[src/rtl/seg_div_pkg.sv]
`timescale 1ns/1ps
package seg_div_pkg;
  localparam int CODE_W = 4;
  localparam int SEL_W  = 3;
  localparam int HALF_W = $clog2(CODE_W + 1);

  typedef struct packed {
    logic              s1Run;
    logic              s1Odd;
    logic              s2Run;
    logic              s3Run;
    logic [HALF_W-1:0] s2Half;
    logic [HALF_W-1:0] s3Half;
    logic [1:0]        tapSel;
    logic              err;
  } div_ctrl_t;

  function automatic logic codeLegal(input logic [CODE_W-1:0] c);
    return (c == '0) || ($countones(c) == 1);
  endfunction

  // one-hot bit k means divide by 2*(k+1): half count k+1
  function automatic logic [HALF_W-1:0] codeToHalf(input logic [CODE_W-1:0] c);
    logic [HALF_W-1:0] h;
    h = '0;
    for (int k = 0; k < CODE_W; k++)
      if (c == CODE_W'(1 << k)) h = HALF_W'(k + 1);
    return h;
  endfunction
endpackage

[src/rtl/seg_div_ctrl.sv]
`timescale 1ns/1ps
module seg_div_ctrl
  import seg_div_pkg::*;
(
  input  logic              clk,
  input  logic              rstN,
  input  logic              divEn,
  input  logic              s1En,
  input  logic              s1Odd,
  input  logic              s2En,
  input  logic [CODE_W-1:0] s2Code,
  input  logic              s3En,
  input  logic [CODE_W-1:0] s3Code,
  input  logic [SEL_W-1:0]  pathSel,
  output div_ctrl_t         ctrl
);
  div_ctrl_t nextCtrl;
  logic selLegal, active, useS2, useS3;

  always_comb begin
    selLegal = ($countones(pathSel) <= 1);
    useS2    = pathSel[1] | pathSel[2];
    useS3    = pathSel[2];
    nextCtrl = '0;
    nextCtrl.err    = !selLegal || !codeLegal(s2Code) || !codeLegal(s3Code);
    active          = divEn && s1En && !nextCtrl.err && (pathSel != '0);
    nextCtrl.s1Run  = active;
    nextCtrl.s1Odd  = s1Odd;
    nextCtrl.s2Run  = active && useS2 && s2En && (s2Code != '0);
    nextCtrl.s3Run  = active && useS3 && s3En && (s3Code != '0);
    nextCtrl.s2Half = codeToHalf(s2Code);
    nextCtrl.s3Half = codeToHalf(s3Code);
    nextCtrl.tapSel = useS3 ? 2'd2 : (useS2 ? 2'd1 : 2'd0);
  end

  always_ff @(posedge clk or negedge rstN) begin
    if (!rstN) ctrl <= '0;
    else       ctrl <= nextCtrl;
  end
endmodule

[src/rtl/seg_div_first.sv]
`timescale 1ns/1ps
module seg_div_first (
  input  logic clk,
  input  logic rstN,
  input  logic run,
  input  logic odd,
  output logic lvl,
  output logic tickOut
);
  logic [1:0] cnt;
  logic tgl, posHigh, negHigh;

  always_ff @(posedge clk or negedge rstN) begin
    if (!rstN) begin
      cnt <= '0; tgl <= 1'b0; posHigh <= 1'b0;
    end else if (!run) begin
      cnt <= '0; tgl <= 1'b0; posHigh <= 1'b0;
    end else if (odd) begin
      cnt     <= (cnt == 2'd2) ? 2'd0 : cnt + 2'd1;
      posHigh <= (cnt == 2'd2);
      tgl     <= 1'b0;
    end else begin
      cnt     <= '0;
      posHigh <= 1'b0;
      tgl     <= ~tgl;
    end
  end

  // half-cycle extension of the single-cycle pulse for 50% duty at /3
  always_ff @(negedge clk or negedge rstN) begin
    if (!rstN) negHigh <= 1'b0;
    else       negHigh <= posHigh && run && odd;
  end

  assign lvl     = odd ? (posHigh | negHigh) : tgl;
  assign tickOut = run && (odd ? (cnt == 2'd2) : !tgl);

  a_r5_single_cycle_pulse: assert property (@(posedge clk) disable iff (!rstN)
    (run && odd && posHigh) |=> !posHigh);
  a_r1_even_tick_alternates: assert property (@(posedge clk) disable iff (!rstN)
    (run && !odd && tickOut) |=> !tickOut);
endmodule

[src/rtl/seg_div_even.sv]
`timescale 1ns/1ps
module seg_div_even #(
  parameter int HW = 3
) (
  input  logic          clk,
  input  logic          rstN,
  input  logic          run,
  input  logic [HW-1:0] half,
  input  logic          tickIn,
  output logic          lvl,
  output logic          tickOut
);
  logic [HW-1:0] cnt;
  logic wrap;

  assign wrap = (cnt == half - HW'(1));

  always_ff @(posedge clk or negedge rstN) begin
    if (!rstN) begin
      cnt <= '0; lvl <= 1'b0;
    end else if (!run) begin
      cnt <= '0; lvl <= 1'b0;
    end else if (tickIn) begin
      if (wrap) begin
        cnt <= '0;
        lvl <= ~lvl;
      end else begin
        cnt <= cnt + HW'(1);
      end
    end
  end

  assign tickOut = run && tickIn && wrap && !lvl;

  a_r6_idle_cleared: assert property (@(posedge clk) disable iff (!rstN)
    !run |=> (cnt == '0 && !lvl));
  a_r2_hold_between_ticks: assert property (@(posedge clk) disable iff (!rstN)
    (run && !tickIn) |=> $stable(lvl));
endmodule

[src/rtl/seg_div_path.sv]
`timescale 1ns/1ps
module seg_div_path
  import seg_div_pkg::*;
(
  input  logic      clk,
  input  logic      rstN,
  input  div_ctrl_t ctrl,
  output logic      clkOut
);
  localparam int N_SEG = 3;
  logic [N_SEG-1:0] chainLvl, chainTick;
  logic tapLvl;

  seg_div_first u_first (
    .clk(clk), .rstN(rstN), .run(ctrl.s1Run), .odd(ctrl.s1Odd),
    .lvl(chainLvl[0]), .tickOut(chainTick[0])
  );

  for (genvar g = 1; g < N_SEG; g++) begin : g_even
    logic segRun, ownLvl, ownTick;
    logic [HALF_W-1:0] segHalf;
    assign segRun  = (g == 1) ? ctrl.s2Run  : ctrl.s3Run;
    assign segHalf = (g == 1) ? ctrl.s2Half : ctrl.s3Half;
    seg_div_even #(.HW(HALF_W)) u_seg (
      .clk(clk), .rstN(rstN), .run(segRun), .half(segHalf),
      .tickIn(chainTick[g-1]), .lvl(ownLvl), .tickOut(ownTick)
    );
    // a stopped segment is stepped around
    assign chainLvl[g]  = segRun ? ownLvl  : chainLvl[g-1];
    assign chainTick[g] = segRun ? ownTick : chainTick[g-1];
  end

  always_comb begin
    case (ctrl.tapSel)
      2'd1:    tapLvl = chainLvl[1];
      2'd2:    tapLvl = chainLvl[2];
      default: tapLvl = chainLvl[0];
    endcase
  end

  assign clkOut = ctrl.s1Run && !ctrl.err && tapLvl;
endmodule

[src/rtl/seg_clk_divider.sv]
`timescale 1ns/1ps
module seg_clk_divider
  import seg_div_pkg::*;
(
  input  logic              clk,
  input  logic              rstN,
  input  logic              divEn,
  input  logic              s1En,
  input  logic              s1Odd,
  input  logic              s2En,
  input  logic [CODE_W-1:0] s2Code,
  input  logic              s3En,
  input  logic [CODE_W-1:0] s3Code,
  input  logic [SEL_W-1:0]  pathSel,
  output logic              clkOut,
  output logic              cfgError
);
  div_ctrl_t ctrl;

  seg_div_ctrl u_ctrl (
    .clk(clk), .rstN(rstN), .divEn(divEn), .s1En(s1En), .s1Odd(s1Odd),
    .s2En(s2En), .s2Code(s2Code), .s3En(s3En), .s3Code(s3Code),
    .pathSel(pathSel), .ctrl(ctrl)
  );

  seg_div_path u_path (
    .clk(clk), .rstN(rstN), .ctrl(ctrl), .clkOut(clkOut)
  );

  assign cfgError = ctrl.err;

  a_r9_error_mutes_output: assert property (@(posedge clk) disable iff (!rstN)
    cfgError |-> !clkOut);
  a_r8_idle_first_mutes: assert property (@(posedge clk) disable iff (!rstN)
    (!ctrl.s1Run && !$past(ctrl.s1Run)) |-> !clkOut);
endmodule

[config.mk]
export PLATFORM = sky130hd
export DESIGN_NAME = seg_clk_divider
export DESIGN_NICKNAME = d
export VERILOG_FILES = /design/src/rtl/seg_div_pkg.sv /design/src/rtl/seg_div_ctrl.sv /design/src/rtl/seg_div_first.sv /design/src/rtl/seg_div_even.sv /design/src/rtl/seg_div_path.sv /design/src/rtl/seg_clk_divider.sv
export SDC_FILE = /design/constraint.sdc
export NUM_CORES = 1
export LEC_CHECK = 0
export BUFFER_PORTS_ARGS = -buffer_cell sky130_fd_sc_hd__buf_2
export CORE_ASPECT_RATIO = 0.75
export CORE_MARGIN = 4
export CORE_UTILIZATION = 48
export DETAILED_ROUTE_END_ITERATION = 8
export HOLD_SLACK_MARGIN = 0.05
export PLACE_DENSITY = 0.7
export RECOVER_POWER = 100
export SYNTH_ARGS = -nofsm -noshare
export SYNTH_HDL_FRONTEND = slang
export SYNTH_SLANG_ARGS = --single-unit
[constraint.sdc]
create_clock -name clk -period 2.4 [get_ports clk]
set_input_delay 0.12 -clock clk [delete_from_list [all_inputs] [get_ports clk]]
set_output_delay 0.12 -clock clk [all_outputs]
set_load 0.02 [all_outputs]
Word-level counts from Yosys, hierarchy flattened:

Cells that the tools add are included.

* bits of input ports: 18
* bits in registers: 26
* output and inout bits: 2
* word-level logic and storage cells: 124

* equality and inequality tests: 19
* bitwise operators: 5
* magnitude comparators: 1
* add/sub/neg operators: 13
* multiplexer cells: 35
* reductions and logical operators: 35

Operator list (number)
* adder 32 bit: 2
* equality test 32 x 2 -> 1 bit (second input constant): 2
* adder 32 x 1 -> 32 bit: 1
* <= comparator 32 x 2 -> 1 bit (second input constant): 1
* 2-to-1 mux 3 bit: 10
* 2-to-1 mux 1 bit: 18
* logical AND 1 bit: 17
* 2-to-1 mux 2 bit: 6
* adder 1 x 1 -> 2 bit: 5
* equality test 4 x 1 -> 1 bit (second input constant): 2
* equality test 4 x 2 -> 1 bit (second input constant): 2
* equality test 4 x 3 -> 1 bit (second input constant): 2
* equality test 4 bit (second input constant): 2
* zero test 4 bit: 2
* inequality test 2 x 1 -> 1 bit (second input constant): 4
* nonzero test 4 bit: 2
* zero test 1 bit: 7
* adder 3 x 1 -> 3 bit (second input constant): 2
* equality test 3 bit: 2
* subtractor 3 x 1 -> 3 bit (second input constant): 2
* equality test 2 bit (second input constant): 2
* logical OR 1 bit: 4
* AND reduction 2 bit: 2
* NOT 1 bit: 3
* 5 further kinds: 6

Depth between registers and ports, before layout:

* depth after elaboration: 13
* gate-level depth with buffers: 8
* gate-level depth less buffers: 8

Modules after synthesis:

From an unflattened synthesis, not the netlist that was laid out.

* cells, all modules: 157
* area, all modules: 1661.6 um^2

Modules (own cells, without submodules)
* seg_div_ctrl: cells an instance 65, seq. area each 325.3 um^2, times used 1, area each 733.2 um^2
* seg_div_even: cells an instance 32, seq. area each 100.1 um^2, times used 2, area each 310.3 um^2
* seg_div_first: cells an instance 16, seq. area each 125.1 um^2, times used 1, area each 200.2 um^2
* seg_div_path: cells an instance 12, seq. area each 0.0 um^2, times used 1, area each 107.6 um^2

==> flow_summary.yaml <==
run_status:
  status: "complete, but fails checks"
  violations: "setup timing"
final_layout:
  syn_to_final_growth_pct: 12.6
  multi_input_area_um2: 910
  final_nets: 226
  fin_util_pct: 56.3
  regArea_um2: 651
  antenna_cells: 0
  stdcell_count: 219
  fin_area_mm2: 0.00187
  drive_above_1_share_pct: 11.7
  fillCellCount: 290
timing:
  fin_setup_tns_ns: -0.144
  finalHoldViolCount: 0
  worst_pin_slew_ns: 1.32
  maxSlewViolCount: 0
  fin_ws_ns: -0.144
  hold_ws_ns: 0.113
  clock_skew_ns: 0.0106
  rsz0062_at_grt: "true"
  setup_viol: 1
  slew_headroom_pct: 12.1
clocking:
  numClockSinks: 26
  cts_buffers: 3
  cts-root-buf: "clkbuf_8"
  clkSlewWorstSetupHoldPaths_ns: 0.09
  worstSkewPairLatency_ns: 0.28
  cts_setup_buffers: 0
  cts_tree: "built"
  cts_max_level: 1
  clock_path_buffers: 2
critical_path:
  path_cells: "nor3b_2, o22ai_1, and4b_1, buf_6"
  critical_path_buf_inv_count: 1
  worst-r2r-cell-count: 6
  path_depth: 4
  crit_fanout: 1
  crit_family: "simple AND/OR/NAND/NOR gates"
  required_ns: 2.28
  cp_slowest_stage_delay_ns: 0.34
  cp_slowest_cell: "dfrtn_1"
  crit_type: "register to output pin"
  endpoint_kind: "output pin"
  critPathArrivalTime_ns: 2.42
  critPathLaunchType: "register"
global_routing:
  grtUsageTotal_pct: 15.2
  antenna_found_initial: 0
  grt_pass1_wl_um: 5310
  grt_max_degree: 26
  grt_overflow: 0
  grt_pass1_vias: 1242
power:
  power_leakage_nw: 0.916
  power.density_mw_per_mm2: 457
  power_mw: 0.852
  vdd_drop_max_mv: 0.222
place:
  pre_cts_slack_ns: 0.0552
  gp_congestion: 0.809
  port_buffers: 19
  place_hpwl_um: 2280
  dp_cells: 212
  postPlaceCellArea_mm2: 0.00181
routing:
  drc: 0
  antenna_left: 0
  via_per_inst: 5.37
  wl_um: 2850
  wl_per_cell_um: 13.0
  vias: 1177
  drt_iter0_markers: 55
  drtPass1Iterations: 4
synthesis:
  ys_ff_latch: 26
  seq_area_frac_synth_pct: 39.3
  syn-num-nets: 199
  syn_area_mm2: 0.00166
  synth.distinct_cells: 40
  netlist_instances: 153
  yosysWarnings: 0
  avgSynthCellArea_um2: 10.8
floorplanning:
  core_region_area_mm2: 0.00331
  die_x_um: 75.8
  io_pins: 20
  die_y_um: 58.9
  start_util_pct: 50.0
  num_rows: 18
  die-area_mm2: 0.00446
run:
  maxCapViolCount: 0
worst_hold_path:
  holdPathStages: 3
  min_path_type: "input pin to register"
## power by group
group / internal [mW] / switching [mW]
logic: 0.0521 / 0.0657
clock network: 0.147 / 0.135
registers: 0.446 / 0.00587
## cells in the mapped netlist (all sizes together)
cell type	instances	area share, %
o31ai	2	0.91
a31oi	4	1.5
and3	1	0.38
a21oi	7	2.1
o22ai	2	0.76
nor2	5	1.1
ha	25	19
nand3b	5	2.3
o211ai	1	0.45
clkbuf	1	0.23
xor2	4	3.0
a2111oi	1	0.53
nand3	4	1.2
mux2i	2	1.2
o21a	1	0.45
a21boi	3	1.4
a41oi	1	1.7
o21ai	3	0.91
and4b	1	0.60
nor4	1	0.38
inv	19	4.3
dfrtn	1	1.5
and2	3	1.1
and4	1	0.53
nand4b	2	1.1
and3b	1	0.53
nor3b	3	1.4
or4	1	0.45
a22oi	1	0.45
or3	2	0.76
nor2b	2	0.76
xnor3	2	2.8
nor3	1	0.30
nand2	12	2.7
fa	3	3.6
dfrtp	25	38
## worst min-delay path, cell delays in order
cell       delay (ns)
buf_2            0.09
o21ai_0          0.07
a2111oi_0        0.06
## cells by family (layout without fill, tap and decap cells)
family / count (synthesis) / after routing / share of synthesized area [%]
flip-flops: 26 / 26 / 39.3
multiplexers: 2 / 2 / 1.21
adder cells (fa/ha/maj): 28 / 28 / 22.5
AO/OA/AOI/OAI: 26 / 26 / 11.1
XOR/XNOR: 6 / 6 / 5.82
buffers and inverters: 20 / 46 / 4.53
AND/OR/NAND/NOR: 45 / 45 / 15.6
## layer usage
layer  vias up  wire length, um  track usage, %
li1        575                -               -
met1       565             1320            20.0
met2        33             1350            25.9
met3         4              137            1.88
met4         0               37            4.74
met5         -                0               0
## placed cells by master, fill, tap and decap left out, types with 3 or more instances in the layout
cell type	count
ha_1	25
dfrtp_1	25
inv_1	19
buf_2	13
nand2_1	12
a21oi_1	7
clkbuf_1	6
nand3b_1	5
nor2_1	5
a31oi_1	4
nand3_1	4
clkbuf_8	4
a21boi_0	3
xor2_1	3
fa_1	3
dlygate4sd3_1	3
## state kept, by name, indices dropped and copies added (netlist names)
| name | count |
|---|---|
| u_path.u_first.posHigh | 1 |
| u_path.g_even.u_seg.cnt | 6 |
| u_path.u_first.cnt | 2 |
| u_path.g_even.u_seg.lvl | 2 |
| u_ctrl.ctrl | 13 |
| u_path.u_first.tgl | 1 |
| u_path.u_first.negHigh | 1 |
## final timing paths
path                                        start                             to  slack, ns
max                        u_path.u_first.negHigh                         clkOut      -0.14
min                                          s2En                u_ctrl.ctrl[10]       0.11
min in group asynchronous                    rstN                u_ctrl.ctrl[11]       0.80
min reg2reg                 u_path.u_first.cnt[0]          u_path.u_first.cnt[0]       0.48
max reg2reg                        u_ctrl.ctrl[6]     u_path.g_even[2].u_seg.lvl       0.37
max in group asynchronous                    rstN  u_path.g_even[2].u_seg.cnt[1]       0.82
## final cells by class
| type | instances | share of cell area (%) |
|---|---|---|
| Sequential cell | 26 | 34.9 |
| Tap cell | 40 | 2.68 |
| Inverter | 19 | 3.82 |
| Clock buffer | 4 | 2.95 |
| Multi-Input combinational cell | 107 | 48.8 |
| Timing Repair Buffer | 23 | 6.91 |
## repair_timing
| action | CTS | global route |
|---|---|---|
| gates resized for setup | 3 | 0 |
| hold buffers | 3 | 0 |
| hold endpoints to repair | 27 | 0 |
| pin swaps | 3 | 2 |
| setup endpoints to repair | 1 | 1 |
No activity file was read; power rests on OpenSTA's default activity.
